**src/rtl/subband_hsynth_pkg.sv**
```systemverilog
package subband_hsynth_pkg;
  typedef enum logic [1:0] {
    BAND_LL = 2'd0,
    BAND_LH = 2'd1,
    BAND_HL = 2'd2,
    BAND_HH = 2'd3
  } band_e;

  typedef enum logic [1:0] {
    PH_RUN    = 2'd0,
    PH_WRAP_L = 2'd1,
    PH_WRAP_H = 2'd2
  } phase_e;

  localparam int NUM_BANDS = 4;
endpackage

```
**src/rtl/subband_band_store.sv**
```systemverilog
module subband_band_store #(
  parameter int DATA_W = 10,
  parameter int NBANDS = 4,
  localparam int SEL_W = $clog2(NBANDS)
) (
  input  logic                     clk,
  input  logic                     rst_n,
  input  logic                     wr_en,
  input  logic [SEL_W-1:0]         wr_band,
  input  logic                     wr_first,
  input  logic signed [DATA_W-1:0] wr_data,
  output logic [NBANDS-1:0][DATA_W-1:0] cur_q,
  output logic [NBANDS-1:0][DATA_W-1:0] prv_q,
  output logic [NBANDS-1:0][DATA_W-1:0] first_q
);
  // one register set per band kind: newest, previous, first on the line
  for (genvar g = 0; g < NBANDS; g++) begin : g_band
    logic hit;
    assign hit = wr_en && (wr_band == SEL_W'(g));
    always_ff @(posedge clk or negedge rst_n) begin
      if (!rst_n) begin
        cur_q[g]   <= '0;
        prv_q[g]   <= '0;
        first_q[g] <= '0;
      end else if (hit) begin
        prv_q[g] <= cur_q[g];
        cur_q[g] <= wr_data;
        if (wr_first) first_q[g] <= wr_data;
      end
    end
  end
endmodule

```
**src/rtl/subband_tap_kernel.sv**
```systemverilog
module subband_tap_kernel #(
  parameter int DATA_W = 10,
  parameter int ACC_W  = 14,
  parameter bit HIGH   = 1'b0
) (
  input  logic signed [DATA_W-1:0] x_near,
  input  logic signed [DATA_W-1:0] x_far,
  output logic signed [ACC_W-1:0]  y_even,
  output logic signed [ACC_W-1:0]  y_odd
);
  // even phase: 6p - q, built from two shifts
  function automatic logic signed [ACC_W-1:0] phase_even(
    input logic signed [ACC_W-1:0] p, input logic signed [ACC_W-1:0] q);
    return (p <<< 2) + (p <<< 1) - q;
  endfunction

  // odd phase: 3p + 2q
  function automatic logic signed [ACC_W-1:0] phase_odd(
    input logic signed [ACC_W-1:0] p, input logic signed [ACC_W-1:0] q);
    return (p <<< 1) + p + (q <<< 1);
  endfunction

  logic signed [ACC_W-1:0] ext_near, ext_far;
  assign ext_near = ACC_W'(x_near);
  assign ext_far  = ACC_W'(x_far);

  if (HIGH) begin : g_high
    // reversed taps: operands exchanged, (6,-1) pair negated
    assign y_even = -phase_even(ext_far, ext_near);
    assign y_odd  = phase_odd(ext_far, ext_near);
  end else begin : g_low
    assign y_even = phase_even(ext_near, ext_far);
    assign y_odd  = phase_odd(ext_near, ext_far);
  end
endmodule

```
**src/rtl/subband_round_sat.sv**
```systemverilog
module subband_round_sat #(
  parameter int ACC_W  = 14,
  parameter int DATA_W = 10,
  parameter int SHIFT  = 3
) (
  input  logic signed [ACC_W-1:0]  sum_in,
  output logic signed [DATA_W-1:0] val_out
);
  localparam int WIDE_W = ACC_W + 1;
  localparam logic signed [WIDE_W-1:0] HALF  = WIDE_W'(1) <<< (SHIFT - 1);
  localparam logic signed [WIDE_W-1:0] V_MAX = WIDE_W'((1 << (DATA_W - 1)) - 1);
  localparam logic signed [WIDE_W-1:0] V_MIN = -(WIDE_W'(1) <<< (DATA_W - 1));

  function automatic logic signed [DATA_W-1:0] round_clamp(
    input logic signed [ACC_W-1:0] s);
    logic signed [WIDE_W-1:0] biased, scaled;
    biased = WIDE_W'(s) + HALF;
    scaled = biased >>> SHIFT;
    if (scaled > V_MAX)      return V_MAX[DATA_W-1:0];
    else if (scaled < V_MIN) return V_MIN[DATA_W-1:0];
    else                     return scaled[DATA_W-1:0];
  endfunction

  assign val_out = round_clamp(sum_in);
endmodule

```
**src/rtl/subband_hsynth.sv**
```systemverilog
module subband_hsynth
  import subband_hsynth_pkg::*;
#(
  parameter int DATA_W = 10,
  parameter int GUARD  = 4,
  parameter int SHIFT  = 3
) (
  input  logic                     clk,
  input  logic                     rst_n,
  input  logic                     in_valid,
  output logic                     in_ready,
  input  logic [1:0]               in_tag,
  input  logic                     in_line_start,
  input  logic                     in_line_end,
  input  logic signed [DATA_W-1:0] in_data,
  output logic                     out_valid,
  input  logic                     out_ready,
  output logic                     out_tag,
  output logic signed [DATA_W-1:0] out_even,
  output logic signed [DATA_W-1:0] out_odd
);
  localparam int ACC_W = DATA_W + GUARD;

  // ---------------- control state ----------------
  phase_e phase_q;
  logic   grp_first_q, grp_last_q;
  logic   out_valid_q;

  logic out_free, accept, cur_first, cur_last;
  logic emit_run, emit_wrap, emit, emit_seg;
  logic wrap_busy, line_done;

  assign out_free  = !out_valid_q || out_ready;
  assign wrap_busy = (phase_q != PH_RUN);
  assign in_ready  = !wrap_busy && out_free;
  assign accept    = in_valid && in_ready;

  // line flags are carried by the LL beat and apply to its whole group
  assign cur_first = (in_tag == BAND_LL) ? in_line_start : grp_first_q;
  assign cur_last  = (in_tag == BAND_LL) ? in_line_end   : grp_last_q;

  assign emit_run  = accept && in_tag[0] && !cur_first;
  assign emit_wrap = wrap_busy && out_free;
  assign emit      = emit_run || emit_wrap;
  assign emit_seg  = wrap_busy ? (phase_q == PH_WRAP_H) : in_tag[1];
  assign line_done = accept && (in_tag == BAND_HH) && cur_last;

  always_ff @(posedge clk or negedge rst_n) begin
    if (!rst_n) begin
      grp_first_q <= 1'b0;
      grp_last_q  <= 1'b0;
    end else if (accept && in_tag == BAND_LL) begin
      grp_first_q <= in_line_start;
      grp_last_q  <= in_line_end;
    end
  end

  always_ff @(posedge clk or negedge rst_n) begin
    if (!rst_n) begin
      phase_q <= PH_RUN;
    end else begin
      unique case (phase_q)
        PH_RUN:    if (line_done) phase_q <= PH_WRAP_L;
        PH_WRAP_L: if (out_free)  phase_q <= PH_WRAP_H;
        PH_WRAP_H: if (out_free)  phase_q <= PH_RUN;
        default:   phase_q <= PH_RUN;
      endcase
    end
  end

  // ---------------- coefficient storage ----------------
  logic [NUM_BANDS-1:0][DATA_W-1:0] cur_q, prv_q, first_q;

  subband_band_store #(
    .DATA_W (DATA_W),
    .NBANDS (NUM_BANDS)
  ) u_store (
    .clk      (clk),
    .rst_n    (rst_n),
    .wr_en    (accept),
    .wr_band  (in_tag),
    .wr_first (cur_first),
    .wr_data  (in_data),
    .cur_q    (cur_q),
    .prv_q    (prv_q),
    .first_q  (first_q)
  );

  // ---------------- operand selection ----------------
  logic [1:0] lo_band, hi_band;
  logic signed [DATA_W-1:0] op_a, op_b, op_c, op_d;

  assign lo_band = emit_seg ? BAND_HL : BAND_LL;
  assign hi_band = emit_seg ? BAND_HH : BAND_LH;

  always_comb begin
    if (wrap_busy) begin
      op_a = cur_q[lo_band];
      op_b = first_q[lo_band];
      op_c = cur_q[hi_band];
      op_d = first_q[hi_band];
    end else begin
      op_a = prv_q[lo_band];
      op_b = cur_q[lo_band];
      op_c = cur_q[hi_band];
      op_d = in_data;
    end
  end

  // ---------------- filtering ----------------
  logic signed [DATA_W-1:0] k_near [2];
  logic signed [DATA_W-1:0] k_far  [2];
  logic signed [ACC_W-1:0]  k_even [2];
  logic signed [ACC_W-1:0]  k_odd  [2];

  assign k_near[0] = op_a;
  assign k_far[0]  = op_b;
  assign k_near[1] = op_c;
  assign k_far[1]  = op_d;

  for (genvar k = 0; k < 2; k++) begin : g_kernel
    subband_tap_kernel #(
      .DATA_W (DATA_W),
      .ACC_W  (ACC_W),
      .HIGH   (k == 1)
    ) u_kernel (
      .x_near (k_near[k]),
      .x_far  (k_far[k]),
      .y_even (k_even[k]),
      .y_odd  (k_odd[k])
    );
  end

  logic signed [ACC_W-1:0]  sum_even, sum_odd;
  logic signed [DATA_W-1:0] rnd_even, rnd_odd;

  assign sum_even = k_even[0] + k_even[1];
  assign sum_odd  = k_odd[0]  + k_odd[1];

  subband_round_sat #(.ACC_W(ACC_W), .DATA_W(DATA_W), .SHIFT(SHIFT)) u_rnd_even (
    .sum_in  (sum_even),
    .val_out (rnd_even)
  );
  subband_round_sat #(.ACC_W(ACC_W), .DATA_W(DATA_W), .SHIFT(SHIFT)) u_rnd_odd (
    .sum_in  (sum_odd),
    .val_out (rnd_odd)
  );

  // ---------------- output register ----------------
  always_ff @(posedge clk or negedge rst_n) begin
    if (!rst_n) begin
      out_valid_q <= 1'b0;
      out_tag     <= 1'b0;
      out_even    <= '0;
      out_odd     <= '0;
    end else if (emit) begin
      out_valid_q <= 1'b1;
      out_tag     <= emit_seg;
      out_even    <= rnd_even;
      out_odd     <= rnd_odd;
    end else if (out_ready) begin
      out_valid_q <= 1'b0;
    end
  end

  assign out_valid = out_valid_q;
endmodule

```
**config.mk**
```make
export PLATFORM = sky130hd
export DESIGN_NAME = subband_hsynth
export DESIGN_NICKNAME = d
export VERILOG_FILES = /design/src/rtl/subband_hsynth_pkg.sv /design/src/rtl/subband_band_store.sv /design/src/rtl/subband_tap_kernel.sv /design/src/rtl/subband_round_sat.sv /design/src/rtl/subband_hsynth.sv
export SDC_FILE = /design/constraint.sdc
export NUM_CORES = 1
export LEC_CHECK = 0
export ABC_CLOCK_PERIOD_IN_PS = 5360
export BUFFER_PORTS_ARGS = -buffer_cell sky130_fd_sc_hd__buf_2
export CELL_PAD_IN_SITES_DETAIL_PLACEMENT = 0
export CELL_PAD_IN_SITES_GLOBAL_PLACEMENT = 2
export CORE_MARGIN = 2
export CORE_UTILIZATION = 38
export CTS_CLUSTER_DIAMETER = 60
export DETAILED_ROUTE_END_ITERATION = 16
export PLACE_DENSITY_LB_ADDON = 0.1
export SYNTH_ARGS = -nofsm -noshare
export SYNTH_HDL_FRONTEND = slang
export SYNTH_SLANG_ARGS = --single-unit
```
**constraint.sdc**
```tcl
create_clock -name clk -period 5.36 [get_ports clk]
set_input_delay 0.536 -clock clk [delete_from_list [all_inputs] [get_ports clk]]
set_output_delay 0.536 -clock clk [all_outputs]
set_load 0.1 [all_outputs]
```
# Word level (Yosys, flattened, before mapping)
# Index checks and enable logic that the tools add are counted.
# Widths: inputs -> output; s select.
dict set report op_classes {
  n_mux 28
  add_sub_neg 13
  reduce_logical 24
  n_lt_le_gt_ge 6
  n_eq_ne 8
}
# cell n
set ops {}
lappend ops {{$mux 10} 12}
lappend ops {{$bmux 10 s2} 5}
lappend ops {{$add 12x11->13} 4}
lappend ops {{$add 14x4->15 const B} 2}
lappend ops {{$sub 13x10->14} 2}
lappend ops {{$add 11x10->12} 2}
lappend ops {{$gt 12x10->1 const B} 2}
lappend ops {{$lt 12x10->1 const B} 2}
lappend ops {{$add 13x13->14} 1}
lappend ops {{$add 14x14->14} 1}
lappend ops {{$neg 14->14} 1}
lappend ops {{$logic_and 1x1->1} 10}
lappend ops {{$mux 2} 5}
lappend ops {{$reduce_and 2->1} 4}
lappend ops {{$eq 2x2->1 const B} 3}
lappend ops {{$lt 2x3->1 const B} 2}
lappend ops {{$ne 2x2->1 const B} 3}
lappend ops {{$pmux 2 s3} 1}
lappend ops {{$mux 1} 5}
lappend ops {{$eq 2x1->1 const B} 2}
lappend ops {{$logic_not 2->1} 2}
lappend ops {{$reduce_bool 2->1} 2}
lappend ops {{$logic_not 1->1} 3}
lappend ops {{$reduce_and 3->1} 1}
lappend ops {{$logic_or 1x1->1} 2}
dict set report word_totals {
  wordCells 98
  regBits 146
  inputBits 18
  out_inout_bits 23
}

# Longest topological paths before layout
dict set report logic_depth {
  ltp_word 14
  ltp_mapped 23
}

# Cells and area by module
# A second synthesis with hierarchy kept.
dict set report unflattened {
  hier_cells 1181
  area_unflattened_um2 11999.0
}
# mod seq_area_each_um2 cells_each instances area_each_um2
set modules_own_cells {}
lappend modules_own_cells {subband_band_store 3002.9 262 1 4599.4}
lappend modules_own_cells {subband_hsynth 650.6 367 1 3139.3}
lappend modules_own_cells {{subband_tap_kernel at g_kernel[0].u_kernel} 0.0 195 1 1546.5}
lappend modules_own_cells {{subband_tap_kernel at g_kernel[1].u_kernel} 0.0 171 1 1435.1}
lappend modules_own_cells {subband_round_sat 0.0 93 2 639.4}

# Worst setup path after synthesis
# No wires, ideal clock.
dict set report synth_path {
  path_type {input to register}
  from {in in_tag[1]}
  to {reg out_even[8]}
  t_required_ns 5.273
  stages 21
  arrival_time_ns 5.814
  path_slack_ns -0.541
  n_path_buf 4
  path_cell_list {buf_4 > o21bai_1 > buf_2 > buf_1 > mux2i_1 > inv_1 > fa_1 > fa_1 > inv_1 > fa_1 > inv_1 > ha_1 > nand4_1 > nor4_1 > a22oi_2 > a21boi_2 > a41oi_1 > xnor2_1 > o31a_1 > buf_4 > a211oi_2}
}
dict set report synth_via {
  elab_chain_len 13
}
# item line_no
set synth_lines {}
lappend synth_lines {{start: declaration} subband_hsynth.sv:12} ;# input logic [1:0] in_tag,
lappend synth_lines {{$mux 1} subband_hsynth.sv:45} ;# assign emit_seg = wrap_busy ? (phase_q == PH_WRAP_H) : in_tag[1];
lappend synth_lines {{$mux 2} subband_hsynth.sv:94} ;# assign hi_band = emit_seg ? BAND_HH : BAND_LH;
lappend synth_lines {{$bmux 10 s2} subband_hsynth.sv:101} ;# op_d = first_q[hi_band];
lappend synth_lines {{$mux 10 (not written as such)} subband_hsynth.sv:101}
lappend synth_lines {{$mux 10} subband_hsynth.sv:97} ;# if (wrap_busy) begin
lappend synth_lines {{$add 12x11->13} subband_tap_kernel.sv:14} ;# return (p <<< 2) + (p <<< 1) - q;
lappend synth_lines {{$sub 13x10->14} subband_tap_kernel.sv:14}
lappend synth_lines {{$neg 14->14} subband_tap_kernel.sv:29} ;# assign y_even = -phase_even(ext_far, ext_near);
lappend synth_lines {{$add 14x14->14} subband_hsynth.sv:137} ;# assign sum_even = k_even[0] + k_even[1];
lappend synth_lines {{$add 14x4->15} subband_round_sat.sv:17} ;# biased = WIDE_W'(s) + HALF;
lappend synth_lines {{$lt 12x10->1} subband_round_sat.sv:20} ;# else if (scaled < V_MIN) return V_MIN[DATA_W-1:0];
lappend synth_lines {{$mux 10} subband_round_sat.sv:20}
lappend synth_lines {{$mux 10} subband_round_sat.sv:19} ;# if (scaled > V_MAX) return V_MAX[DATA_W-1:0];
lappend synth_lines {{end signal: assignment} subband_hsynth.sv:159} ;# out_even <= rnd_even;
lappend synth_lines {{end: declaration} subband_hsynth.sv:19} ;# output logic signed [DATA_W-1:0] out_even,
# Parallel ways exist; a longest one is shown, timed or not. The select of a mux whose other input is x is not followed.
# A chain may end at the register's enable or synchronous reset.

# Worst setup path after layout
dict set report layout_path {
  from {reg phase_q[1]}
  to {reg out_even[3]}
}
dict set report layout_via {
  elab_chain_len 14
}
# item line_no
set layout_lines {}
lappend layout_lines {{start: declaration} subband_hsynth.sv:25} ;# phase_e phase_q;
lappend layout_lines {{start signal: assignment} subband_hsynth.sv:60} ;# phase_q <= PH_RUN;
lappend layout_lines {{start signal: assignment} subband_hsynth.sv:63} ;# PH_RUN: if (line_done) phase_q <= PH_WRAP_L;
lappend layout_lines {{start signal: assignment} subband_hsynth.sv:64} ;# PH_WRAP_L: if (out_free) phase_q <= PH_WRAP_H;
lappend layout_lines {{$eq 2x2->1 / $reduce_bool 2->1 (equally long branches)} {subband_hsynth.sv:45, subband_hsynth.sv:34}}
lappend layout_lines {{$mux 1} subband_hsynth.sv:45}
lappend layout_lines {{$mux 2} subband_hsynth.sv:94}
lappend layout_lines {{$bmux 10 s2} subband_hsynth.sv:101}
lappend layout_lines {{$mux 10 (not written as such)} subband_hsynth.sv:101}
lappend layout_lines {{$mux 10} subband_hsynth.sv:97}
lappend layout_lines {{$add 12x11->13} subband_tap_kernel.sv:14}
lappend layout_lines {{$sub 13x10->14} subband_tap_kernel.sv:14}
lappend layout_lines {{$neg 14->14} subband_tap_kernel.sv:29}
lappend layout_lines {{$add 14x14->14} subband_hsynth.sv:137}
lappend layout_lines {{$add 14x4->15} subband_round_sat.sv:17}
lappend layout_lines {{$lt 12x10->1} subband_round_sat.sv:20}
lappend layout_lines {{$mux 10} subband_round_sat.sv:20}
lappend layout_lines {{$mux 10} subband_round_sat.sv:19}
# Parallel ways exist; a longest one is shown, timed or not. The select of a mux whose other input is x is not followed.

==> impl_metrics.json <==
{
  "status": "completed",
  "dieArea_um2": 25910,
  "cts_max_path_buffers": 2,
  "endpoint_kind": "register",
  "cts_sinks": 126,
  "drv_slew": 0,
  "cp_max_fo": 8,
  "final_hold_viol_count": 0,
  "drive_gt1_frac": 0.3959,
  "wl_per_cell_um": 17.66,
  "antenna_left": 0,
  "finalNonFillerCells": 1385,
  "drt_iter0_drc": 269,
  "post-place-ws_ns": -0.3784,
  "required_ns": 5.70,
  "die_y_um": 161.0,
  "synth_area_leader_cell": "dfrtp_1",
  "dp_cells": 1333,
  "yosysSeqAreaShare": 0.3367,
  "route.detailed.drc": 0,
  "hpwl_um": 18720,
  "layout_setup_ws_ns": 0.1779,
  "final_nets": 1183,
  "n_antenna_cell": 0,
  "timing.fmax_mhz": 193.0,
  "start_util": 0.3862,
  "grt_setup_unrepaired": "true",
  "tightest_slew_ns": 1.447,
  "core-area_um2": 24250,
  "synth_top_area_share": 0.3367,
  "finClkSkew_ns": 0.01229,
  "grt_pass1_wl_um": 39660,
  "yosys_warnings": 0,
  "overflow": 0,
  "rows": 57,
  "ys_async_sr_fraction": 1.000,
  "htreeDepth": 4,
  "dr.pass1.iters": 4,
  "slew_headroom": 0.03181,
  "finalSetupViolCount": 0,
  "crit_type": "register to register",
  "antenna_found_initial": 0,
  "top_level_ports": 41,
  "hold_buffers": 0,
  "syn_avg_cell_area_um2": 10.67,
  "syn_inst": 878,
  "arrival_ns": 5.52,
  "grtUsageTotal": 0.1957,
  "syn_nets": 1013,
  "hold_class": "input port to async pin",
  "clk_latency_ns": 0.43,
  "cts_tree": "done",
  "startpoint_type": "register",
  "cts_buffers": 17,
  "vias": 6916,
  "routed_wl_um": 24460,
  "yosys-top-cells-area": "dfrtp_1 (34%), fa_1 (15%), mux2_2 (13%)",
  "root_buffer": "clkbuf_16",
  "syn_area_um2": 9364,
  "fin_crit_sh": 0.9668,
  "vias_per_cell": 4.994,
  "synth_edf_count": 0,
  "yosys.cell_types.count": 66,
  "grt_pass1_vias": 7512,
  "ys_ff_latch": 126,
  "grt_max_degree": 70,
  "area.growth.synth_to_final_pct": 29.64,
  "synth_ff_type": "dfrtp_1",
  "die_x_um": 161.0,
  "gp_congestion": 0.7946,
  "port_buffers": 40,
  "drv_cap": 0,
  "cts.clk_slew.worst_paths_ns": 0.06,
  "period_minus_slack_ns": 5.182
}
-- registers in the layout, indices dropped and copies added (netlist names) --
register and flops:
grp_last_q 1, u_store.cur_q 40, u_store.first_q 40, phase_q 2, out_tag 1, out_odd 10
out_valid 1, u_store.prv_q 20, out_even 10, grp_first_q 1
-- layout by cell type, fill, tap and decap left out, types with 6 or more instances in the layout --
master       n
o221ai_1     7
mux2_2     105
ha_4         9
o21ai_2      8
a211oi_2    12
a21o_1      17
a21oi_2     11
mux2_4       6
mux2i_2      6
fa_1        69
o21ai_0     17
inv_2        6
xor2_1      13
ha_1        39
inv_1      141
nand2_1     50
clkbuf_16   18
o21ai_1      6
a21oi_1     13
xnor2_1     16
mux2i_1     22
buf_6        6
buf_2       39
dfrtp_1    124
buf_4      127
nor2_1      38
-- synth_stat cells, types with 3 or more instances --
master,instances
nor2b_1,5
a31oi_1,5
buf_2,6
buf_1,7
xor2_1,14
mux2_2,110
a211oi_1,6
o22a_1,4
nand3b_1,4
or3_1,4
nor3_1,5
o21bai_1,4
nand2_1,51
o21ai_0,30
clkbuf_1,14
a21o_1,17
mux2i_1,30
ha_1,48
xnor2_1,19
nand2b_1,4
nor2_2,3
o21a_1,4
o22ai_1,6
o211ai_1,3
nand3_1,3
fa_1,69
and2_1,3
inv_1,148
o221ai_1,8
dfrtp_1,126
a21oi_1,25
nand4_1,5
a211oi_2,10
nor2_1,40
-- repair_timing --
| action | CTS | global route |
|---|---|---|
| buffers inserted | 1 | 16 |
| resized for setup | 13 | 107 |
| cloned | 0 | 3 |
| pin swaps | 1 | 53 |
| endpoints found under the setup margin | 19 | 19 |
| endpoints found under the hold margin | 0 | 0 |
-- path summary, 6_finish.rpt --
check / startpoint / to / slack (ns) / cells past startpoint
worst min-delay path: rst_n / u_store.prv_q[28] / 0.15 / 1
max in group asynchronous: rst_n / out_even[0] / 3.79 / 2
worst max-delay path: phase_q[1] / out_even[3] / 0.18 / 19
worst max register to register: phase_q[1] / out_even[3] / 0.18 / 19
min in group clk: in_line_end / grp_last_q / 0.34 / 2
worst min register to register: out_odd[9] / out_odd[9] / 0.48 / 2
-- critical path, stage by stage (launching register included) --
cell,delay [ns]
dfrtp_2,0.47
o21bai_4,0.28
buf_6,0.16
buf_8,0.15
mux2_4,0.34
fa_1,0.47
fa_1,0.54
inv_1,0.05
fa_1,0.54
inv_1,0.05
ha_1,0.30
buf_4,0.14
o21ai_0,0.08
o21ai_1,0.15
o211ai_1,0.15
a21boi_2,0.23
a41oi_2,0.17
xnor2_2,0.20
o31a_4,0.42
a211oi_2,0.21
-- per-stage QoR --
step | utilization | instance area [µm²] | hold slack [ns] | TNS, ns
final | 0.5006 | 12140 | 0.1510 | 0
after global routing | 0.5006 | 12140 | 0.2166 | -0.8795
after CTS | 0.4725 | 11460 | 0.1909 | 0
after detailed placement | 0.4452 | 10790 | 0.4653 | -6.559
after global placement | 0.4452 | 10790 | 0.4577 | -4.567
after floorplan | - | 9410 | 0.2404 | 0
-- logic make-up (layout without fill, tap and decap cells) --
group / Yosys count / in the layout / synth area share
and+or+nand+nor: 138 / 138 / 0.06868
xor gates and xnor gates: 33 / 33 / 0.03087
DFF: 126 / 126 / 0.3367
AOI/OAI and AO/OA: 144 / 145 / 0.1121
muxes: 141 / 141 / 0.1660
buffers and inverters: 178 / 360 / 0.07296
adders and majority gates: 118 / 118 / 0.2127
-- cell type report --
type	count	area (µm²)
Clock buffer	19	452.9
Fill cell	2259	12110
Timing Repair Buffer	179	1341
Sequential cell	126	3156
Tap cell	324	405.4
Multi-Input combinational cell	575	6043
Inverter	149	565.5
Clock inverter	13	175.2
-- metal layers --
metal,global-route usage,vias up,share of wire
met5,0,-,0
met4,0.04545,0,0.013
met3,0.03005,20,0.017
met2,0.3430,63,0.50
met1,0.2560,3536,0.47
li1,-,3297,-
Power is left out: the tool's default activity adds up to more than one toggle a clock period on the data nets, which glitch-free logic cannot reach.
